### src/rtl/loc_arb_pkg.sv
package loc_arb_pkg;
  localparam int unsigned ADDR_W = 15;
  localparam int unsigned OFS_W  = 12;
  localparam int unsigned LOC_W  = ADDR_W - OFS_W;
  localparam int unsigned DW     = 8;

  localparam int unsigned B_VALID  = 7;
  localparam int unsigned B_ACTIVE = 5;
  localparam int unsigned B_PEND   = 2;
  localparam int unsigned B_REQ    = 1;

  typedef struct packed {
    logic             hit;
    logic [LOC_W-1:0] loc;
  } loc_sel_t;

  function automatic logic [DW-1:0] mk_view(input logic valid,
                                            input logic active,
                                            input logic others_pend);
    logic [DW-1:0] v;
    v           = '0;
    v[B_VALID]  = valid;
    v[B_ACTIVE] = valid & active;
    v[B_PEND]   = valid & others_pend;
    return v;
  endfunction
endpackage

### src/rtl/loc_decode.sv
module loc_decode
  import loc_arb_pkg::*;
#(
  parameter int unsigned NUM_LOC = 5
) (
  input  logic [ADDR_W-1:0] addr_i,
  output loc_sel_t          sel_o
);
  logic [LOC_W-1:0] loc_fld;
  logic             ofs_zero;
  logic             in_range;

  assign loc_fld   = addr_i[ADDR_W-1:OFS_W];
  assign ofs_zero  = (addr_i[OFS_W-1:0] == '0);
  assign in_range  = ({1'b0, loc_fld} < (LOC_W+1)'(NUM_LOC));
  assign sel_o.hit = ofs_zero & in_range;
  assign sel_o.loc = loc_fld;

  always_comb begin
    if (sel_o.hit) assert (sel_o.loc < LOC_W'(NUM_LOC)) else $error("p_hit_range_r2");
  end
endmodule

### src/rtl/loc_init_timer.sv
module loc_init_timer #(
  parameter int unsigned INIT_CYCLES = 16
) (
  input  logic clk_i,
  input  logic rst_ni,
  output logic valid_o
);
  localparam int unsigned CNT_W = $clog2(INIT_CYCLES + 1);

  logic [CNT_W-1:0] cnt_q;
  logic             valid_q;

  always_ff @(posedge clk_i or negedge rst_ni) begin
    if (!rst_ni) begin
      cnt_q   <= '0;
      valid_q <= 1'b0;
    end else if (!valid_q) begin
      cnt_q   <= cnt_q + 1'b1;
      valid_q <= (cnt_q == CNT_W'(INIT_CYCLES - 1));
    end
  end

  assign valid_o = valid_q;

  p_valid_hold_r1: assert property (@(posedge clk_i) disable iff (!rst_ni)
    valid_q |=> valid_q);
  p_cnt_bound_r1: assert property (@(posedge clk_i) disable iff (!rst_ni)
    cnt_q <= CNT_W'(INIT_CYCLES));
endmodule

### src/rtl/loc_owner_core.sv
module loc_owner_core
  import loc_arb_pkg::*;
#(
  parameter int unsigned NUM_LOC = 5
) (
  input  logic               clk_i,
  input  logic               rst_ni,
  input  logic               valid_i,
  input  logic               wr_i,
  input  logic [LOC_W-1:0]   loc_i,
  input  logic               req_i,
  input  logic               rel_i,
  output logic               owner_vld_o,
  output logic [LOC_W-1:0]   owner_o,
  output logic [NUM_LOC-1:0] pend_o,
  output logic               upd_o
);
  logic               owner_vld_q, owner_vld_d;
  logic [LOC_W-1:0]   owner_q, owner_d;
  logic [NUM_LOC-1:0] pend_q, pend_d;
  logic [NUM_LOC-1:0] wr_onehot;
  logic [LOC_W-1:0]   hi_loc;
  logic               is_owner, do_rel, do_req;

  assign wr_onehot = NUM_LOC'(1) << loc_i;
  assign is_owner  = owner_vld_q && (owner_q == loc_i);
  assign do_rel    = wr_i & valid_i & rel_i & is_owner;
  assign do_req    = wr_i & valid_i & req_i & ~is_owner;

  // highest-numbered pending locality wins
  always_comb begin
    hi_loc = '0;
    for (int i = 0; i < NUM_LOC; i++)
      if (pend_q[i]) hi_loc = LOC_W'(i);
  end

  always_comb begin
    owner_vld_d = owner_vld_q;
    owner_d     = owner_q;
    pend_d      = pend_q;
    if (do_rel) begin
      if (|pend_q) begin
        owner_d         = hi_loc;
        pend_d[hi_loc]  = 1'b0;
      end else begin
        owner_vld_d = 1'b0;
      end
    end else if (do_req) begin
      if (!owner_vld_q) begin
        owner_vld_d = 1'b1;
        owner_d     = loc_i;
      end else begin
        pend_d = pend_q | wr_onehot;
      end
    end
  end

  always_ff @(posedge clk_i or negedge rst_ni) begin
    if (!rst_ni) begin
      owner_vld_q <= 1'b0;
      owner_q     <= '0;
      pend_q      <= '0;
    end else begin
      owner_vld_q <= owner_vld_d;
      owner_q     <= owner_d;
      pend_q      <= pend_d;
    end
  end

  assign owner_vld_o = owner_vld_q;
  assign owner_o     = owner_q;
  assign pend_o      = pend_q;
  assign upd_o       = do_rel | (do_req & ~owner_vld_q);

  p_no_state_before_valid_r1: assert property (@(posedge clk_i) disable iff (!rst_ni)
    !valid_i |-> (!owner_vld_q && pend_q == '0));
  p_owner_range_r3: assert property (@(posedge clk_i) disable iff (!rst_ni)
    owner_vld_q |-> (owner_q < LOC_W'(NUM_LOC)));
  p_grant_idle_r4: assert property (@(posedge clk_i) disable iff (!rst_ni)
    (wr_i && valid_i && req_i && !owner_vld_q) |=> (owner_vld_q && owner_q == $past(loc_i)));
  p_owner_not_pending_r5: assert property (@(posedge clk_i) disable iff (!rst_ni)
    owner_vld_q |-> !pend_q[owner_q]);
  p_pend_needs_owner_r5: assert property (@(posedge clk_i) disable iff (!rst_ni)
    (pend_q != '0) |-> owner_vld_q);
  p_release_free_r6: assert property (@(posedge clk_i) disable iff (!rst_ni)
    (wr_i && valid_i && rel_i && is_owner && pend_q == '0) |=> !owner_vld_q);
  p_handover_count_r6: assert property (@(posedge clk_i) disable iff (!rst_ni)
    (wr_i && valid_i && rel_i && is_owner && pend_q != '0)
      |=> (owner_vld_q && $countones(pend_q) == $countones($past(pend_q)) - 1));
  p_stray_release_r7: assert property (@(posedge clk_i) disable iff (!rst_ni)
    (wr_i && !req_i && !is_owner) |=> $stable(owner_q) && $stable(owner_vld_q));
endmodule

### src/rtl/loc_arbiter.sv
module loc_arbiter
  import loc_arb_pkg::*;
#(
  parameter int unsigned NUM_LOC     = 5,
  parameter int unsigned INIT_CYCLES = 16
) (
  input  logic              clk_i,
  input  logic              rst_ni,
  input  logic              wr_en_i,
  input  logic [ADDR_W-1:0] addr_i,
  input  logic [DW-1:0]     wdata_i,
  output logic [DW-1:0]     rdata_o,
  output logic              loc_change_o
);
  localparam int unsigned NUM_SLOT = 1 << LOC_W;

  loc_sel_t           sel;
  logic               valid;
  logic               owner_vld;
  logic [LOC_W-1:0]   owner;
  logic [NUM_LOC-1:0] pend;
  logic               upd;
  logic               chg_q;
  logic [DW-1:0]      view [NUM_SLOT];
  logic               unused_wdata;

  assign unused_wdata = ^wdata_i;

  loc_decode #(.NUM_LOC(NUM_LOC)) u_dec (
    .addr_i (addr_i),
    .sel_o  (sel)
  );

  loc_init_timer #(.INIT_CYCLES(INIT_CYCLES)) u_tmr (
    .clk_i   (clk_i),
    .rst_ni  (rst_ni),
    .valid_o (valid)
  );

  loc_owner_core #(.NUM_LOC(NUM_LOC)) u_core (
    .clk_i       (clk_i),
    .rst_ni      (rst_ni),
    .valid_i     (valid),
    .wr_i        (wr_en_i & sel.hit),
    .loc_i       (sel.loc),
    .req_i       (wdata_i[B_REQ]),
    .rel_i       (wdata_i[B_ACTIVE]),
    .owner_vld_o (owner_vld),
    .owner_o     (owner),
    .pend_o      (pend),
    .upd_o       (upd)
  );

  for (genvar g = 0; g < NUM_SLOT; g++) begin : g_view
    if (g < NUM_LOC) begin : g_live
      logic [NUM_LOC-1:0] others;
      assign others  = pend & ~(NUM_LOC'(1) << g);
      assign view[g] = mk_view(valid, owner_vld && (owner == LOC_W'(g)), |others);
    end else begin : g_hole
      assign view[g] = '0;
    end
  end

  assign rdata_o = sel.hit ? view[sel.loc] : '0;

  always_ff @(posedge clk_i or negedge rst_ni) begin
    if (!rst_ni) chg_q <= 1'b0;
    else         chg_q <= upd;
  end

  assign loc_change_o = chg_q;

  p_change_tracks_owner_r8: assert property (@(posedge clk_i) disable iff (!rst_ni)
    ((owner_vld != $past(owner_vld)) || (owner_vld && owner != $past(owner))) |-> chg_q);
  p_change_single_r8: assert property (@(posedge clk_i) disable iff (!rst_ni)
    chg_q && $past(owner_vld) == owner_vld && owner == $past(owner) |-> 1'b0);
  p_onehot_active_r3: assert property (@(posedge clk_i) disable iff (!rst_ni)
    $onehot0({view[4][B_ACTIVE], view[3][B_ACTIVE], view[2][B_ACTIVE],
              view[1][B_ACTIVE], view[0][B_ACTIVE]}));
  p_quiet_bits_r9: assert property (@(posedge clk_i) disable iff (!rst_ni)
    (rdata_o & 8'h59) == 8'h00);
endmodule

### config.mk
export PLATFORM = sky130hd
export DESIGN_NAME = loc_arbiter
export DESIGN_NICKNAME = d
export VERILOG_FILES = /design/src/rtl/loc_arb_pkg.sv /design/src/rtl/loc_decode.sv /design/src/rtl/loc_init_timer.sv /design/src/rtl/loc_owner_core.sv /design/src/rtl/loc_arbiter.sv
export SDC_FILE = /design/constraint.sdc
export NUM_CORES = 1
export LEC_CHECK = 0
export BUFFER_PORTS_ARGS = -buffer_cell sky130_fd_sc_hd__buf_4
export CAP_MARGIN = 5
export CELL_PAD_IN_SITES_DETAIL_PLACEMENT = 0
export CELL_PAD_IN_SITES_GLOBAL_PLACEMENT = 1
export CORE_UTILIZATION = 40
export DETAILED_ROUTE_END_ITERATION = 10
export GPL_TIMING_DRIVEN = 0
export PLACE_DENSITY = 0.81
export SKIP_CTS_REPAIR_TIMING = 1
export SLEW_MARGIN = 20
export SYNTH_ARGS = -nofsm -noshare
export SYNTH_HDL_FRONTEND = slang
export SYNTH_SLANG_ARGS = --single-unit
### constraint.sdc
create_clock -name clk_i -period 3.1 [get_ports clk_i]
set_input_delay 0.62 -clock clk_i [delete_from_list [all_inputs] [get_ports clk_i]]
set_output_delay 0.62 -clock clk_i [all_outputs]
set_load 0.005 [all_outputs]
# ---- Word level (Yosys, flattened, before mapping)
# Index checks and enable logic that the tools add are counted.
dict set report totals {
  regBits 16
  inputBits 26
  wordCells 88
}
dict set report op_classes {
  n_addsub 1
  order_cmp 4
  eq_ne 9
  shift 1
  mux 22
  bitwise_logic 25
  n_reduce_logical 20
}
# op n
set op_table {}
lappend op_table {{8-bit binary-select mux with 3-bit select} 1}
lappend op_table {{8-bit 2-to-1 mux} 3}
lappend op_table {{5-bit 2-to-1 mux} 4}
lappend op_table {{4-bit OR reduction} 5}
lappend op_table {{1-bit AND} 18}
lappend op_table {{3-bit 2-to-1 mux} 5}
lappend op_table {{12-bit logical NOT} 1}
lappend op_table {{1-bit logical AND} 7}
lappend op_table {{3-bit by 2-bit == test with 1-bit output, second input constant} 2}
lappend op_table {{1-bit 2-to-1 mux} 6}
lappend op_table {{2-bit inequality test, second input constant} 3}
lappend op_table {{3-bit AND reduction} 2}
lappend op_table {{5-bit by 1-bit adder with 5-bit output, second input constant} 1}
lappend op_table {{5-bit AND} 1}
lappend op_table {{5-bit by 4-bit == test with 1-bit output, second input constant} 1}
lappend op_table {{5-bit inverter} 1}
lappend op_table {{5-bit OR} 1}
lappend op_table {{5-bit OR reduction} 1}
lappend op_table {{1-bit by 3-bit left shift with 5-bit output, first input constant} 1}
lappend op_table {{4-bit >= comparator, second input constant} 1}
lappend op_table {{3-bit by 4-bit < comparator with 1-bit output, second input constant} 1}
lappend op_table {{2-bit 2-to-1 mux} 2}
lappend op_table {{3-bit inverter with 4-bit output} 1}
lappend op_table {{2-bit nonzero test} 2}
lappend op_table {{other kinds (10)} 11}

# ---- Depth between registers and ports, before layout
dict set report logic_depth {
  word_depth 12
  ltp_mapped 8
  depth_no_buf 5
}

# ---- Cells and area by module
# Synthesis repeated with hierarchy kept, for this count alone.
dict set report unflattened {
  cells_unflattened 116
  hier_area_um2 1099.8
}
# module instances cells_per_inst area_per_inst_um2 seq_area_each_um2
set modules_own_cells {}
lappend modules_own_cells {loc_owner_core 1 61 585.6 225.2}
lappend modules_own_cells {loc_init_timer 1 19 252.7 150.1}
lappend modules_own_cells {loc_arbiter 1 28 206.4 25.0}
lappend modules_own_cells {loc_decode 1 8 55.1 0.0}

# ---- Worst setup path after synthesis
# No wires, ideal clock.
dict set report synth_timing {
  path_type {input port to output port}
  from {in addr_i[9]}
  to {out rdata_o[5]}
  arrival_ns 1.771
  t_required_ns 2.480
  slack_ns 0.709
  cell_stages 4
  n_path_buf 0
  cell_sequence {or4b_4 > nor3_4 > and2_1 > nor3b_1}
}
dict set report synth_between {
  elab_chain_cells 3
}
# element line_no
set synth_lines {}
lappend synth_lines {{from (decl)} loc_arbiter.sv:10} ;# input logic [ADDR_W-1:0] addr_i,
lappend synth_lines {{12-bit logical NOT} loc_decode.sv:14} ;# assign ofs_zero = (addr_i[OFS_W-1:0] == '0);
lappend synth_lines {{1-bit AND} loc_decode.sv:16} ;# assign sel_o.hit = ofs_zero & in_range;
lappend synth_lines {{8-bit 2-to-1 mux} loc_arbiter.sv:64} ;# assign rdata_o = sel.hit ? view[sel.loc] : '0;
lappend synth_lines {{to (decl)} loc_arbiter.sv:12} ;# output logic [DW-1:0] rdata_o,
# No other way between the ends.

# ---- Worst setup path in the final report
# Same ends and word-level chain as after synthesis.

==> results.cfg <==
[clock_tree]
clock-sinks = 16
clk_pin_slew_worst_paths_ps = 100
worst_skew_pair.late_latency_ps = 300
htreeDepth = 1
cts_max_path_buffers = 2
cts_tree = built
root_cell_of_the_clock_tree = clkbuf_4
cts-buffers-inserted = 3

[yosys]
seq_area_frac_synth = 0.3620
asyncSetResetFlopFracSynth = 1.000
synthesis.area_per_instance_um2 = 9.141
synth_edf_count = 0
syn_area_mm2 = 0.001106
netlist_instances = 121
synth.yosys.warnings = 0
synth.ff_latch_count = 16
synth_ff_type = dfrtp_1
synth.distinct_cells = 42

[critical_path]
r2r-end = u_core.pend_o[0]
worst-endpoint-arrival_ps = 2140
critical-path-top-delay-family = simple AND/OR/NAND/NOR gates
timing.critical_path.slowest_stage_cell = or4b_4
worstRegToRegCells = 6
highest_cell_delay_on_the_worst_timing_path_ps = 540
worstPathRequired_ps = 2480
timing_worst_setup_path_type = input port to output pin
r2r_slack_ps = 1160
worstPathBufferInverterCount = 2
cp_cell_sequence = buf_4 -> or4b_4 -> nor3_4 -> and2_1 -> nor3b_1 -> buf_4
critical_path.max_fanout = 6
cp-end-kind = output pin
worst_setup_path_start_kind = input port
crit-reg2reg-launch = u_tmr.valid_o
crit_path_frequent_cell = buf_4

[floorplan]
die_h_um = 54.59
die_width_um = 54.59
fp.coreArea_mm2 = 0.002545
core.rowCount = 18
floorplan.initialDensity = 0.4346
ioPinCount = 35
dieArea_mm2 = 0.002980

[pwr]
vdd.ir_drop.worst_mv = 0.1880
power_per_standard_cell_area_mw_per_mm2 = 299.5
power.static_leakage_nw = 0.6261

[run_status]
outcome = completed

[timing]
timing_worst_slew_pin_value_ps = 548.7
grt_setup_unrepaired = false
slew_viol_final = 0
setup_total_negative_slack_ps = 0
timing.final.hold_violations = 0
period_minus_slack_ps = 2755
finalSetupViolations = 0
post-route-period-util = 0.8889
worst_hold_slack_after_final_layout_ps = 161.5
final.setup_skew_ps = 3.964
fmax_ghz = 0.3629
slew_headroom = 0.6314

[job]
max_cap_violations = 0

[detailed_routing]
drtPass1Iterations = 4
finalWirelength_mm = 2.367
remaining_drc_errors = 0
dr.first_iter.drc_count = 25
detailroute.via_count = 972
routedWlPerCell_um = 13.22
drt-vias-per-instance = 5.430
antenna_left = 0

[final_layout]
layout_overhead_on_the_synthesized_area_pct = 21.61
post_layout_nets = 178
mostFrequentLayoutCell = buf_4
finalCoreUtilization = 0.5285
count_of_inserted_antenna_diode_cells = 0
finalNonFillerCells = 179
layout_common_cells = 26 x buf_4, 16 x dfrtp_1, 11 x a21oi_1
drive_above_1_share = 0.3154

[global_route]
grt_antenna_before_repair = 0
grt_first_pass_wirelength_mm = 3.739
first_global_vias = 835
largest_net_degree_at_the_start_of_global_routing = 17
grt-ovfl-total = 0
overall_fraction_of_global_route_tracks_in_use = 0.1843

[placed_design]
numPortBuffers = 20
dp_wirelength_mm = 1.832
final_weighted_congestion_in_routability_driven_placement = 0.8433
dp_cells = 175

[min_path]
hp-class = input port to asynchronous set/reset pin
==> final cells by class <==
type / count / area, um2
fillers: 243 / 1200
multi-input cells: 91 / 619.3
flip-flops and latches: 16 / 400.4
repair buffers: 20 / 150.1
plain buffers: 12 / 78.83
well taps: 30 / 37.54
clock buffers: 4 / 36.28
inverters: 6 / 22.52
==> metrics by stage <==
stage                     setup slack, ps  power [W]  cell area, um2
after detailed placement            350.4  0.0002642            1309
after floorplan                     708.7  0.0002387            1121
after CTS                           344.3  0.0004078            1345
after global placement              417.6  0.0002630            1309
final                               344.5  0.0004028            1345
after global routing                267.0  0.0004212            1345
==> sequential cells by signal (all words and copies together) (netlist names) <==
| name | count |
|---|---|
| u_core.pend_o | 5 |
| loc_change_o | 1 |
| u_tmr.cnt_q | 5 |
| u_core.owner_vld_o | 1 |
| u_core.owner_o | 3 |
| u_tmr.valid_o | 1 |
==> synth_stat cells (3+ instances only) <==
cell type,n,share of area
o21ai_0,5,0.023
or2_2,4,0.023
buf_4,6,0.041
and3_1,3,0.017
nor2b_1,4,0.023
xnor2_1,3,0.024
o31ai_1,3,0.020
a21oi_1,11,0.050
nor2_1,5,0.017
a31oi_1,3,0.017
inv_1,6,0.020
nand2b_1,3,0.017
xor2_1,3,0.024
dfrtp_1,16,0.36
nor3_1,5,0.023
buf_2,3,0.014
nand2_1,5,0.017
==> logic make-up after synthesis <==
logic type               count (synthesis)  synth area share
AO/OA/AOI/OAI                           33            0.1934
XOR/XNOR                                 6           0.04752
adder cells (fa/ha/maj)                  2           0.02262
buffers and inverters                   18           0.09162
flip-flops                              16            0.3620
multiplexers                             1           0.01018
other                                    1          0.003390
AND/OR/NAND/NOR                         44            0.2692
==> metal layers <==
metal	vias to the layer above	GRT usage	routed length (um)	share of wire
li1	484	-	-	-
met1	446	0.2397	1163	0.49
met2	37	0.2791	980	0.41
met3	5	0.03333	159	0.067
met4	0	0.1154	64	0.027
met5	-	0	0	0
==> where the power goes <==
part	leakage (nW)	internal, W	switching (W)
registers	0.208	0.000209	0.0000000113
logic	0.397	0.0000257	0.0000259
clock network	0.0210	0.0000718	0.0000710
total	0.626	0.000306	0.0000968
==> worst max-delay path by stage <==
| stage | endpoint | slack [ps] | from | cells after the start |
|---|---|---|---|---|
| 2_1_floorplan | rdata_o[5] | 710 | addr_i[9] | 4 |
| 6_report | rdata_o[5] | 340 | addr_i[9] | 6 |
| 4_1_cts | rdata_o[5] | 340 | addr_i[9] | 6 |
| 3_5_place_dp | rdata_o[5] | 350 | addr_i[9] | 6 |
| 5_1_grt | rdata_o[5] | 270 | u_tmr.valid_o | 6 |
| 3_3_place_gp | rdata_o[5] | 420 | addr_i[9] | 6 |
Note: power is estimated with default switching activity, not from simulation.
